`src/rtl/spi_irq_pkg.sv`:
```
package spi_irq_pkg;
  localparam int unsigned ADDR_W = 8;
  localparam int unsigned DATA_W = 32;
  localparam int unsigned NSRC   = 4;
  localparam int unsigned EN_LSB = 4;
  localparam int unsigned USED_W = EN_LSB + NSRC;

  localparam logic [ADDR_W-1:0] OFF_CTRL = 8'h00;
  localparam logic [ADDR_W-1:0] OFF_CLR  = 8'h0C;
  localparam logic [ADDR_W-1:0] OFF_MIS  = 8'h20;
  localparam logic [ADDR_W-1:0] OFF_RIS  = 8'h24;

  typedef enum logic [1:0] {
    SRC_TX_DONE  = 2'd0,
    SRC_RX_READY = 2'd1,
    SRC_RX_OVF   = 2'd2,
    SRC_TX_UNDER = 2'd3
  } src_e;

  // Position inside the enable field that gates a given source.
  function automatic int unsigned en_pos(input int unsigned src);
    case (src)
      0:       en_pos = 1;
      1:       en_pos = 0;
      default: en_pos = src;
    endcase
  endfunction

  // Reorder the enable field into source order.
  function automatic logic [NSRC-1:0] enables_to_mask(input logic [NSRC-1:0] fld);
    logic [NSRC-1:0] m;
    m = '0;
    for (int unsigned i = 0; i < NSRC; i++) begin
      m[i] = fld[en_pos(i)];
    end
    return m;
  endfunction

  // Place the enable field at its bit position in the control word.
  function automatic logic [DATA_W-1:0] ctrl_view(input logic [NSRC-1:0] fld);
    logic [DATA_W-1:0] v;
    v = '0;
    v[EN_LSB +: NSRC] = fld;
    return v;
  endfunction

  function automatic logic [DATA_W-1:0] flags_view(input logic [NSRC-1:0] f);
    logic [DATA_W-1:0] v;
    v = '0;
    v[NSRC-1:0] = f;
    return v;
  endfunction
endpackage

```
`src/rtl/spi_irq_ctrl_reg.sv`:
```
module spi_irq_ctrl_reg
  import spi_irq_pkg::*;
(
  input  logic            clk,
  input  logic            rst_n,
  input  logic            wr_i,
  input  logic [NSRC-1:0] fld_i,
  output logic [NSRC-1:0] fld_o,
  output logic [NSRC-1:0] src_en_o
);
  logic [NSRC-1:0] fld_q;

  always_ff @(posedge clk or negedge rst_n) begin
    if (!rst_n)    fld_q <= '0;
    else if (wr_i) fld_q <= fld_i;
  end

  assign fld_o    = fld_q;
  assign src_en_o = enables_to_mask(fld_q);
endmodule

```
`src/rtl/spi_irq_raw_bank.sv`:
```
module spi_irq_raw_bank
  import spi_irq_pkg::*;
(
  input  logic            clk,
  input  logic            rst_n,
  input  logic [NSRC-1:0] evt_i,
  input  logic [NSRC-1:0] clr_i,
  output logic [NSRC-1:0] raw_o
);
  logic [NSRC-1:0] raw_q;

  for (genvar i = 0; i < NSRC; i++) begin : g_flag
    always_ff @(posedge clk or negedge rst_n) begin
      if (!rst_n)        raw_q[i] <= 1'b0;
      else if (evt_i[i]) raw_q[i] <= 1'b1;
      else if (clr_i[i]) raw_q[i] <= 1'b0;
    end
  end

  assign raw_o = raw_q;
endmodule

```
`src/rtl/spi_irq_rd_port.sv`:
```
module spi_irq_rd_port
  import spi_irq_pkg::*;
(
  input  logic              clk,
  input  logic              rst_n,
  input  logic              rd_i,
  input  logic [ADDR_W-1:0] addr_i,
  input  logic [NSRC-1:0]   en_fld_i,
  input  logic [NSRC-1:0]   raw_i,
  input  logic [NSRC-1:0]   masked_i,
  output logic [DATA_W-1:0] rdata_o,
  output logic              rvalid_o
);
  logic [DATA_W-1:0] sel;
  logic [DATA_W-1:0] rdata_q;
  logic              rvalid_q;

  always_comb begin
    case (addr_i)
      OFF_CTRL: sel = ctrl_view(en_fld_i);
      OFF_MIS:  sel = flags_view(masked_i);
      OFF_RIS:  sel = flags_view(raw_i);
      default:  sel = '0;
    endcase
  end

  always_ff @(posedge clk or negedge rst_n) begin
    if (!rst_n) begin
      rdata_q  <= '0;
      rvalid_q <= 1'b0;
    end else begin
      rvalid_q <= rd_i;
      if (rd_i) rdata_q <= sel;
    end
  end

  assign rdata_o  = rdata_q;
  assign rvalid_o = rvalid_q;
endmodule

```
`src/rtl/spi_irq_unit.sv`:
```
module spi_irq_unit
  import spi_irq_pkg::*;
(
  input  logic              clk,
  input  logic              rst_n,
  input  logic              wr_en_i,
  input  logic              rd_en_i,
  input  logic [ADDR_W-1:0] addr_i,
  input  logic [DATA_W-1:0] wdata_i,
  output logic [DATA_W-1:0] rdata_o,
  output logic              rd_valid_o,
  input  logic [NSRC-1:0]   evt_i,
  output logic              irq_o
);
  logic            wr_ctrl;
  logic [NSRC-1:0] clr_vec;
  logic [NSRC-1:0] en_fld;
  logic [NSRC-1:0] src_en;
  logic [NSRC-1:0] raw_q;
  logic [NSRC-1:0] masked_vec;
  logic            irq_q;
  logic            unused_wdata_hi;

  assign unused_wdata_hi = ^wdata_i[DATA_W-1:USED_W];

  assign wr_ctrl = wr_en_i && (addr_i == OFF_CTRL);
  assign clr_vec = (wr_en_i && (addr_i == OFF_CLR)) ? wdata_i[NSRC-1:0] : '0;

  spi_irq_ctrl_reg u_ctrl (
    .clk      (clk),
    .rst_n    (rst_n),
    .wr_i     (wr_ctrl),
    .fld_i    (wdata_i[EN_LSB +: NSRC]),
    .fld_o    (en_fld),
    .src_en_o (src_en)
  );

  spi_irq_raw_bank u_raw (
    .clk   (clk),
    .rst_n (rst_n),
    .evt_i (evt_i),
    .clr_i (clr_vec),
    .raw_o (raw_q)
  );

  assign masked_vec = raw_q & src_en;

  always_ff @(posedge clk or negedge rst_n) begin
    if (!rst_n) irq_q <= 1'b0;
    else        irq_q <= |masked_vec;
  end

  assign irq_o = irq_q;

  spi_irq_rd_port u_rd (
    .clk      (clk),
    .rst_n    (rst_n),
    .rd_i     (rd_en_i),
    .addr_i   (addr_i),
    .en_fld_i (en_fld),
    .raw_i    (raw_q),
    .masked_i (masked_vec),
    .rdata_o  (rdata_o),
    .rvalid_o (rd_valid_o)
  );
endmodule

```
`config.mk`:
```
export PLATFORM = sky130hd
export DESIGN_NAME = spi_irq_unit
export DESIGN_NICKNAME = d
export VERILOG_FILES = /design/src/rtl/spi_irq_pkg.sv /design/src/rtl/spi_irq_ctrl_reg.sv /design/src/rtl/spi_irq_raw_bank.sv /design/src/rtl/spi_irq_rd_port.sv /design/src/rtl/spi_irq_unit.sv
export SDC_FILE = /design/constraint.sdc
export NUM_CORES = 1
export LEC_CHECK = 0
export ABC_AREA = 1
export BUFFER_PORTS_ARGS = -buffer_cell sky130_fd_sc_hd__buf_2
export CAP_MARGIN = 20
export CORE_MARGIN = 4
export CORE_UTILIZATION = 36
export CTS_CLUSTER_SIZE = 12
export DETAILED_ROUTE_END_ITERATION = 10
export GPL_TIMING_DRIVEN = 0
export PLACE_DENSITY = 0.85
export RECOVER_POWER = 100
export SYNTH_ARGS = -nofsm -noshare
export SYNTH_HDL_FRONTEND = slang
export SYNTH_SLANG_ARGS = --single-unit
```
`constraint.sdc`:
```
create_clock -name clk -period 0.84 [get_ports clk]
set_clock_uncertainty 0.15 [all_clocks]
set_input_delay 0.126 -clock clk [delete_from_list [all_inputs] [get_ports clk]]
set_output_delay 0.126 -clock clk [all_outputs]
set_load 0.05 [all_outputs]
```
---- Yosys cells after proc, flatten, opt, wreduce, memory -nomap -nowiden ----
Cells that the tools add are included.
word-level totals
  register bits ........................... 42
  bits of input ports ..................... 48
  output and inout port bits .............. 34
  word-level logic and storage cells ...... 30
operators by class
  eq/ne operators ......................... 3
  mux-type cells .......................... 10
  bitwise operators ....................... 1
  reductions and logical operators ........ 8
operators with widths
  operator                                                          count
  8-bit case mux with 3 select lines                                1
  8-bit by 6-bit == test with 1-bit output (second input constant)  2
  8-bit by 4-bit == test with 1-bit output (second input constant)  1
  8-bit logical NOT                                                 1
  1-bit two-way mux                                                 8
  2-bit nonzero test                                                4
  4-bit AND                                                         1
  4-bit two-way mux                                                 1
  4-bit OR reduction                                                1
  1-bit logical AND                                                 2

---- Longest topological paths before layout ----
Gate-level depths: netlist of run 1.
  depth in word-level cells ............... 5
  depth in mapped cells ................... 8
  mapped depth without buffers ............ 8

---- By module ----
A second synthesis of run 1 with hierarchy kept.
unflattened totals
  cells, all modules ...................... 166
  area, all modules ....................... 1178.6 um^2
modules (own cells, without submodules)
  module            times used  cells an instance  area each (um^2)  sequential area each (um^2)
  spi_irq_rd_port   1           90                 673.1             225.2
  spi_irq_ctrl_reg  1           21                 178.9             100.1
  spi_irq_unit      1           35                 166.4             25.0
  spi_irq_raw_bank  1           20                 160.2             100.1

---- Worst setup path after synthesis of run 1 ----
No wires, ideal clock.
  kind .................................... reg-to-reg
  start point ............................. register, netlist name u_rd.rdata_o[0]
  end point ............................... register u_rd.rdata_q[0] (netlist: u_rd.rdata_o[0])
  setup time .............................. 0.118 ns
  arrival ................................. 0.718 ns
  required time ........................... 0.572 ns
  path slack .............................. -0.146 ns
  stages on the path, launching flop included .. 3
  path buffers ............................ 0
  period minus slack after synthesis ...... 0.986 ns
  cell sequence ........................... dfrtp_1 -> nand2_1 -> nand2_1
RTL lines
  item                  RTL line               source
  end signal, assigned  spi_irq_rd_port.sv:33  if (rd_i) rdata_q <= sel;
  end, declared         spi_irq_rd_port.sv:15  logic [DATA_W-1:0] rdata_q;

---- Worst setup path in the final report of run 1 ----
  start point ............................. register u_rd.rdata_q[2] (netlist: u_rd.rdata_o[2])
  end point ............................... output rdata_o[2]
RTL lines
  item           RTL line            source
  end, declared  spi_irq_unit.sv:10  output logic [DATA_W-1:0] rdata_o,
No word-level cell between the ends.

==> impl_metrics.tcl, run 1 <==
set metrics [dict create \
    status "finished, violations left" \
    violations "negative hold slack, negative setup slack" \
    syn_area_mm2 0.00109 \
    cts_sinks 18 \
    grt_pass1_wl_mm 4.81 \
    area_delta_synth_final_pct 76.8 \
    route.detailed.drc 0 \
    swShare 0.355 \
    cp_num_buf_inv 1 \
    cts_tree "built" \
    arrival_ns 0.89 \
    antenna_found_initial 0 \
    whs_ns -0.0950 \
    grt.overflow.total 0 \
    synth.area.top_cells "dfrtp_1 (41%), buf_4 (17%), nand2_1 (17%), nand3_1 (9.2%), inv_1 (4.1%)" \
    ant_nets 0 \
    internal_power_mw 1.39 \
    leakagePower_nw 1.09 \
    async_reset_ff_frac 1.00 \
    grt_pass1_vias 1057 \
    fin_tns_setup_ns -4.97 \
    setup_viol 26 \
    insertion_delay_ns 0.31 \
    pin_count 82 \
    min-delay-start "wdata_i[6]" \
    numCtsBuffers 3 \
    p_total_mw 2.15 \
    reg2reg_slack_ns -0.20 \
    htree_levels 1 \
    rr_endpoint "u_rd.rdata_o[3]" \
    worstHoldPathCells 3 \
    min_period_ns 1.17 \
    cts.reportedPaths.clkPinSlew_ns 0.11 \
    path_cells "buf_8" \
    crit_type "reg2out" \
    slew_violations 0 \
    placed_cell_area_mm2 0.00144 \
    min_path_type "in2reg" \
    vias 1117 \
    clk_path_buf_depth 2 \
    setup_slack_ns -0.329 \
    wl_per_cell_um 11.8 \
    diodes 0 \
    via_per_inst 4.31 \
    synth_edf_count 0 \
    post-synth-top-area-cell "dfrtp_1" \
    postSynthRegisterBits 18 \
    p_seq_frac 0.420 \
    yosysMostFrequentCell "nand2_1" \
    worstSetupStartpointType "flip-flop" \
    power_switching_uw 765 \
    core-area_mm2 0.00283 \
    wl_mm 3.06 \
    p_clk_frac 0.261 \
    drt_iter0_markers 33 \
    critPathMaxFanout 2 \
    grtUsageTotal 0.151 \
    max_freq_mhz 856 \
    ir_worst_vdd_uv 655 \
    crit_required_ns 0.56 \
    rsz0062_at_grt "true" \
    grt_max_degree 19 \
    synthCells 141 \
    netlist.area_leader.share 0.413 \
    start_util 0.385 \
    place.gp.congestion 0.897 \
    nets 277 \
    min_to "u_ctrl.fld_o[2]" \
    ys_seq_area_frac 0.413 \
    drive_gt1_frac 0.583 \
    power.density_mw_per_mm2 1120 \
    cp_slowest_cell "dfrtp_2" \
    reg2regPathDepth 6 \
    synth.distinct_cells 17 \
    synth_warnings 0 \
    yosys-top-cells-count "nand2_1 (48), buf_4 (24), nand3_1 (20), dfrtp_1 (18), inv_1 (12)" \
    die_w_um 63.0 \
    design_area_mm2 0.00193 \
    crit_family "flip-flops" \
    root_buffer "clkbuf_4" \
    hpwl_mm 1.91 \
    io_buffers 33 \
    drt-pass1-iter-count 4 \
    cpPeakStageDelay_ns 0.43 \
    max_cap_viol_count 0 \
    die_h_um 63.0 \
    row_count 19 \
    reg2reg_from "u_ctrl.fld_o[3]" \
    fin_crit_sh 1.39 \
    ys.flop_type "dfrtp_1" \
    cp-end-kind "output pin" \
    dpl_worst_slack_ns -0.399 \
    hold_viol 8 \
    comb_power_share 0.319 \
    hold_buffers 7 \
    die-area_mm2 0.00397 \
    syn_area_per_cell_um2 7.73 \
]
-- placed cells by master, fill, tap and decap left out, drive strengths merged --
cell type,instances
inv,16
clkinv,1
nand2,51
nor2,8
dlygate4sd3,7
dfrtp,18
conb,24
clkbuf,4
buf,77
nand3,21
nand4,1
-- layout make-up --
class | count | area [um2]
inverter | 17 | 93.8
multi-input combinational | 105 | 591
timing repair buffer | 59 | 519
tap | 31 | 38.8
sequential | 18 | 463
fill | 210 | 902
clock buffer | 4 | 36.3
buffer | 25 | 185
-- repair_timing --
action | CTS | global route
setup buffers | 15 | 8
pin swaps | 13 | 17
gates resized for setup | 34 | 40
setup endpoints to repair | 20 | 27
hold endpoints to repair | 27 | 7
gates cloned | 1 | 0
-- power by group through the flow --
stage          clock network (mW)  logic (mW)  registers [mW]
6_report                    0.561       0.688           0.905
5_1_grt                     0.584       0.727           0.909
3_5_place_dp                    0       0.564           0.916
4_1_cts                     0.552       0.634           0.901
2_1_floorplan                   0       0.411           0.955
3_3_place_gp                    0       0.560           0.915
-- per-stage QoR --
stage	utilization	hold slack, ns	instances
2_1_floorplan	-	-0.320	164
3_3_place_gp	0.510	-0.0847	228
3_5_place_dp	0.510	-0.0774	228
4_1_cts	0.630	-0.0915	255
5_1_grt	0.681	-0.0560	259
6_report	0.681	-0.0950	259
-- routing by layer --
metal | GRT usage | wire [um] | up-vias
li1 | - | - | 558
met1 | 0.179 | 1140 | 508
met2 | 0.270 | 1710 | 46
met3 | 0.0216 | 172 | 5
met4 | 0.0634 | 41 | 0
met5 | 0 | 0 | -
-- cells by family (layout without fill, tap and decap cells) --
kind of cell           Yosys count  after routing  synth area share
flip-flops                      18             18             0.413
AND/OR/NAND/NOR                 80             81             0.354
other                            1             24           0.00344
buffers and inverters           42            105             0.230
-- sequential cells by signal (all words and copies together) (netlist names) --
| register | flops |
|---|---|
| irq_o | 1 |
| u_ctrl.fld_o | 4 |
| u_raw.raw_o | 4 |
| u_rd.rdata_o | 8 |
| u_rd.rvalid_o | 1 |
-- tightest hold or removal path, cell delays in order --
cell,delay (ns)
buf_2,0.08
nand3_1,0.06
nand2_1,0.06
-- worst max-delay path by stage --
| stage | from | endpoint | slack [ns] | cells after the start |
|---|---|---|---|---|
| after floorplan | addr_i[0] | u_ctrl.fld_o[0] | -0.12 | 8 |
| after global placement | addr_i[1] | u_ctrl.fld_o[1] | -0.36 | 9 |
| after detailed placement | addr_i[1] | u_ctrl.fld_o[1] | -0.40 | 9 |
| after CTS | u_rd.rdata_o[2] | rdata_o[2] | -0.32 | 1 |
| after global routing | u_rd.rdata_o[2] | rdata_o[2] | -0.34 | 1 |
| final | u_rd.rdata_o[2] | rdata_o[2] | -0.33 | 1 |
(Power assumes the default switching activity.)
==> run 2, diff against run 1 <==
--- a/config.mk
+++ b/config.mk
@@ -13,8 +13,10 @@
 export CTS_CLUSTER_SIZE = 12
 export DETAILED_ROUTE_END_ITERATION = 10
 export GPL_TIMING_DRIVEN = 0
+export HOLD_SLACK_MARGIN = 0.12
 export PLACE_DENSITY = 0.85
 export RECOVER_POWER = 100
 export SYNTH_ARGS = -nofsm -noshare
 export SYNTH_HDL_FRONTEND = slang
 export SYNTH_SLANG_ARGS = --single-unit
+export TNS_END_PERCENT = 100
==> impl_metrics.tcl, run 2 (synthesis results as in run 1) <==
set metrics [dict create \
    io_buffers 33 \
    insertion_delay_ns 0.30 \
    critPathMaxFanout 2 \
    cp_num_buf_inv 1 \
    arrival_ns 0.89 \
    die_w_um 63.0 \
    hold_buffers 6 \
    nets 276 \
    placed_cell_area_mm2 0.00144 \
    root_buffer "clkbuf_4" \
    min_period_ns 1.17 \
    place.gp.congestion 0.897 \
    clk_path_buf_depth 2 \
    drive_gt1_frac 0.581 \
    multi_input_comb_area_um2 591 \
    design_area_mm2 0.00192 \
    largest_register_ffs 8 \
    htree_levels 1 \
    seq_area_um2 463 \
    cts_sinks 18 \
    hpwl_mm 1.91 \
    max_freq_mhz 856 \
    die-area_mm2 0.00397 \
    slew_violations 0 \
    ir_worst_vdd_uv 652 \
    cp_slowest_cell "dfrtp_2" \
    violations "negative hold slack, negative setup slack" \
    grt_max_degree 19 \
    cpPeakStageDelay_ns 0.43 \
    vias 1119 \
    grt_pass1_vias 1049 \
    row_count 19 \
    fin_crit_sh 1.39 \
    finalNonFillerCells 258 \
    wl_mm 3.03 \
    worstSetupStartpointType "flip-flop" \
    placed_cells 228 \
    area_delta_synth_final_pct 75.8 \
    crit_family "flip-flops" \
    path_cells "buf_8" \
    cts_tree "built" \
    ant_nets 0 \
    max_cap_viol_count 0 \
    status "finished, violations left" \
    fin_tns_setup_ns -4.94 \
    cts.reportedPaths.clkPinSlew_ns 0.11 \
    power.density_mw_per_mm2 1120 \
    diodes 0 \
    cp-end-kind "output pin" \
    crit_required_ns 0.56 \
    grtUsageTotal 0.150 \
    setup_slack_ns -0.328 \
    hold_viol 9 \
    route.detailed.drc 0 \
    setup_viol 26 \
    numCtsBuffers 3 \
    min_path_type "in2reg" \
    drt-pass1-iter-count 4 \
    rsz0062_at_grt "true" \
    antenna_found_initial 0 \
    via_per_inst 4.34 \
    pin_count 82 \
    drt_iter0_markers 31 \
    start_util 0.385 \
    n_fill_cell 214 \
    layout_common_cells "buf_4 (35), nand2_1 (31), conb_1 (24), buf_6 (21), nand2_2 (18)" \
    wl_per_cell_um 11.8 \
    final_common_cell "buf_4" \
    whs_ns -0.206 \
    core-area_mm2 0.00283 \
    grt_pass1_wl_mm 4.76 \
    crit_type "reg2out" \
    leakagePower_nw 1.08 \
    die_h_um 63.0 \
    grt.overflow.total 0 \
]
[run 2: cell count changes in the layout (fill, tap and decap cells not counted)]
cell / before / now
buf_2: 18 / 17
clkbuf_1: 0 / 1
dlygate4sd3_1: 7 / 6
[run 2: final timing paths]
check                           cells past startpoint  slack (ns)            start         endpoint
worst max-delay path                                1       -0.33  u_rd.rdata_o[2]       rdata_o[2]
worst min-delay path                                1       -0.21          rd_en_i    u_rd.rvalid_o
worst max register to register                      6       -0.21   u_raw.raw_o[3]  u_rd.rdata_o[3]
worst min register to register                      2        0.35  u_rd.rdata_o[5]  u_rd.rdata_o[5]
max in group asynchronous                           2        0.12            rst_n  u_rd.rdata_o[7]
min in group asynchronous                           2        0.11            rst_n            irq_o
[run 2: per-stage QoR]
stage	setup WS, ns	hold slack (ns)	util	total power [mW]
2_1_floorplan	-0.115	-0.320	-	1.37
3_3_place_gp	-0.359	-0.0847	0.510	1.48
3_5_place_dp	-0.399	-0.0774	0.510	1.48
4_1_cts	-0.323	-0.214	0.627	2.08
5_1_grt	-0.344	-0.208	0.677	2.21
6_report	-0.328	-0.206	0.677	2.15
[run 2: what timing repair did]
action                                 CTS  global route
buffers inserted                        15             8
pin swaps                               13            17
resized for setup                       34            40
setup endpoints to repair               20            27
endpoints found under the hold margin   34            12
cloned                                   1             0
[run 2: final cells by class]
type,instances,share of cell area
multi-input combinational,105,0.308
timing repair buffer,58,0.265
sequential,18,0.242
buffer,25,0.0967
inverter,17,0.0490
tap,31,0.0202
clock buffer,4,0.0189
[run 2: metal layers]
| metal | routed length, um | vias to the layer above | global-route usage |
|---|---|---|---|
| met2 | 1700 | 44 | 0.266 |
| met4 | 42 | 0 | 0.0634 |
| met5 | 0 | - | 0 |
| li1 | - | 557 | - |
| met3 | 179 | 5 | 0.0216 |
| met1 | 1110 | 513 | 0.178 |
[run 2: power breakdown]
part	internal, mW	switching, mW
clock	0.265	0.293
combinational	0.233	0.450
sequential	0.888	0.0166
==> run 3, diff against run 2 <==
--- a/config.mk
+++ b/config.mk
@@ -12,11 +12,10 @@
 export CORE_UTILIZATION = 36
 export CTS_CLUSTER_SIZE = 12
 export DETAILED_ROUTE_END_ITERATION = 10
-export GPL_TIMING_DRIVEN = 0
 export HOLD_SLACK_MARGIN = 0.12
 export PLACE_DENSITY = 0.85
 export RECOVER_POWER = 100
 export SYNTH_ARGS = -nofsm -noshare
 export SYNTH_HDL_FRONTEND = slang
 export SYNTH_SLANG_ARGS = --single-unit
-export TNS_END_PERCENT = 100
+export TNS_END_PERCENT = 5
==> constraint.sdc (replaced) <==
create_clock -name clk -period 0.84 [get_ports clk]
set_clock_uncertainty 0.15 [all_clocks]
set_input_delay 0.126 -clock clk [delete_from_list [all_inputs] [get_ports clk]]
set_output_delay 0.126 -clock clk [all_outputs]
set_load 0.005 [all_outputs]
==> impl_metrics.tcl, run 3 (synthesis results as in run 1) <==
set metrics [dict create \
    die-area_mm2 0.00397 \
    row_count 19 \
    rsz0062_at_grt "true" \
    drt-pass1-iter-count 4 \
    route.detailed.drc 0 \
    io_buffers 33 \
    die_h_um 63.0 \
    placed_cells 216 \
    drt_iter0_markers 23 \
    layout_common_cells "nand2_1 (45), buf_2 (32), conb_1 (24), dfrtp_1 (18), nand3_1 (17)" \
    fin_tns_setup_ns -3.72 \
    status "finished, violations left" \
    drive_gt1_frac 0.367 \
    pin_count 82 \
    leakagePower_nw 0.910 \
    finalNonFillerCells 227 \
    htree_levels 1 \
    grt_pass1_wl_mm 3.74 \
    fin_crit_sh 1.30 \
    cts.reportedPaths.clkPinSlew_ns 0.10 \
    swShare 0.248 \
    root_buffer "clkbuf_4" \
    path_cells "buf_2" \
    ant_nets 0 \
    worstSetupStartpointType "flip-flop" \
    setup_viol 26 \
    dpl_worst_slack_ns -0.334 \
    seq_area_um2 450 \
    violations "negative hold slack, negative setup slack" \
    cpPeakStageDelay_ns 0.40 \
    max_cap_viol_count 0 \
    start_util 0.385 \
    numCtsBuffers 3 \
    p_seq_frac 0.528 \
    crit_required_ns 0.56 \
    whs_ns -0.0861 \
    vias 943 \
    via_per_inst 4.15 \
    grt.overflow.total 0 \
    wl_per_cell_um 9.70 \
    grt_max_degree 19 \
    setup_slack_ns -0.256 \
    wl_mm 2.20 \
    power.density_mw_per_mm2 1160 \
    grt_pass1_vias 870 \
    hold_viol 9 \
    place.gp.congestion 0.785 \
    arrival_ns 0.82 \
    min_period_ns 1.10 \
    cts_tree "built" \
    antenna_found_initial 0 \
    crit_family "flip-flops" \
    grtUsageTotal 0.114 \
    diodes 0 \
    ir_worst_vdd_uv 1150 \
    die_w_um 63.0 \
    power_switching_uw 422 \
    critPathMaxFanout 2 \
    insertion_delay_ns 0.29 \
    n_fill_cell 272 \
    max_freq_mhz 913 \
    clk_path_buf_depth 2 \
    largest_register_ffs 8 \
    hold_buffers 5 \
    cp-end-kind "output pin" \
    cts_sinks 18 \
    nets 245 \
    p_clk_frac 0.308 \
    min_path_type "in2reg" \
    cp_num_buf_inv 1 \
    area_delta_synth_final_pct 33.9 \
    hpwl_mm 1.81 \
    core-area_mm2 0.00283 \
    crit_type "reg2out" \
    slew_violations 0 \
    final_common_cell "nand2_1" \
    internal_power_mw 1.28 \
    cp_slowest_cell "dfrtp_1" \
    multi_input_comb_area_um2 513 \
    comb_power_share 0.165 \
]
## run 3: cell type report
cell class,count,area share
flip-flops and latches,18,0.309
multi-input cells,104,0.352
well taps,31,0.0266
repair buffers,53,0.244
inverters,17,0.0446
clock buffers,4,0.0249
## run 3: stage by stage
stage / total power, mW / instance area (um2) / utilization
after global routing: 1.79 / 1460 / 0.516
after CTS: 1.71 / 1420 / 0.502
after detailed placement: 1.16 / 1310 / 0.461
final: 1.70 / 1460 / 0.516
after floorplan: 1.10 / 1180 / -
after global placement: 1.15 / 1310 / 0.461
## run 3: power by group through the flow
| stage | registers [mW] | clock network [mW] | logic (mW) |
|---|---|---|---|
| final | 0.896 | 0.522 | 0.279 |
| after global routing | 0.899 | 0.575 | 0.315 |
| after CTS | 0.896 | 0.542 | 0.273 |
| after detailed placement | 0.911 | 0 | 0.248 |
| after global placement | 0.910 | 0 | 0.242 |
| after floorplan | 0.914 | 0 | 0.183 |
## run 3: final timing paths
| check | startpoint | endpoint | slack [ns] | cells past startpoint |
|---|---|---|---|---|
| worst max-delay path | u_rd.rdata_o[4] | rdata_o[4] | -0.26 | 1 |
| worst min-delay path | wdata_i[7] | u_ctrl.fld_o[3] | -0.09 | 3 |
| worst max register to register | u_ctrl.fld_o[3] | u_rd.rdata_o[3] | -0.18 | 6 |
| worst min register to register | u_rd.rdata_o[2] | u_rd.rdata_o[2] | 0.33 | 2 |
| max in group asynchronous | rst_n | u_rd.rdata_o[5] | 0.09 | 2 |
| min in group asynchronous | rst_n | u_ctrl.fld_o[3] | 0.14 | 2 |
## run 3: metal layers
metal,track usage,vias to the layer above,part of all wire
met3,0.0378,2,0.079
met4,0.0165,0,0.0045
met2,0.203,35,0.51
met5,0,-,0
met1,0.135,414,0.40
li1,-,492,-
## run 3: what timing repair did
action                     CTS  global route
hold endpoints to repair    35            17
gates cloned                 0             0
gates resized for setup      6             7
pin swaps                   14             2
setup endpoints to repair   26            27
buffers inserted             1             1
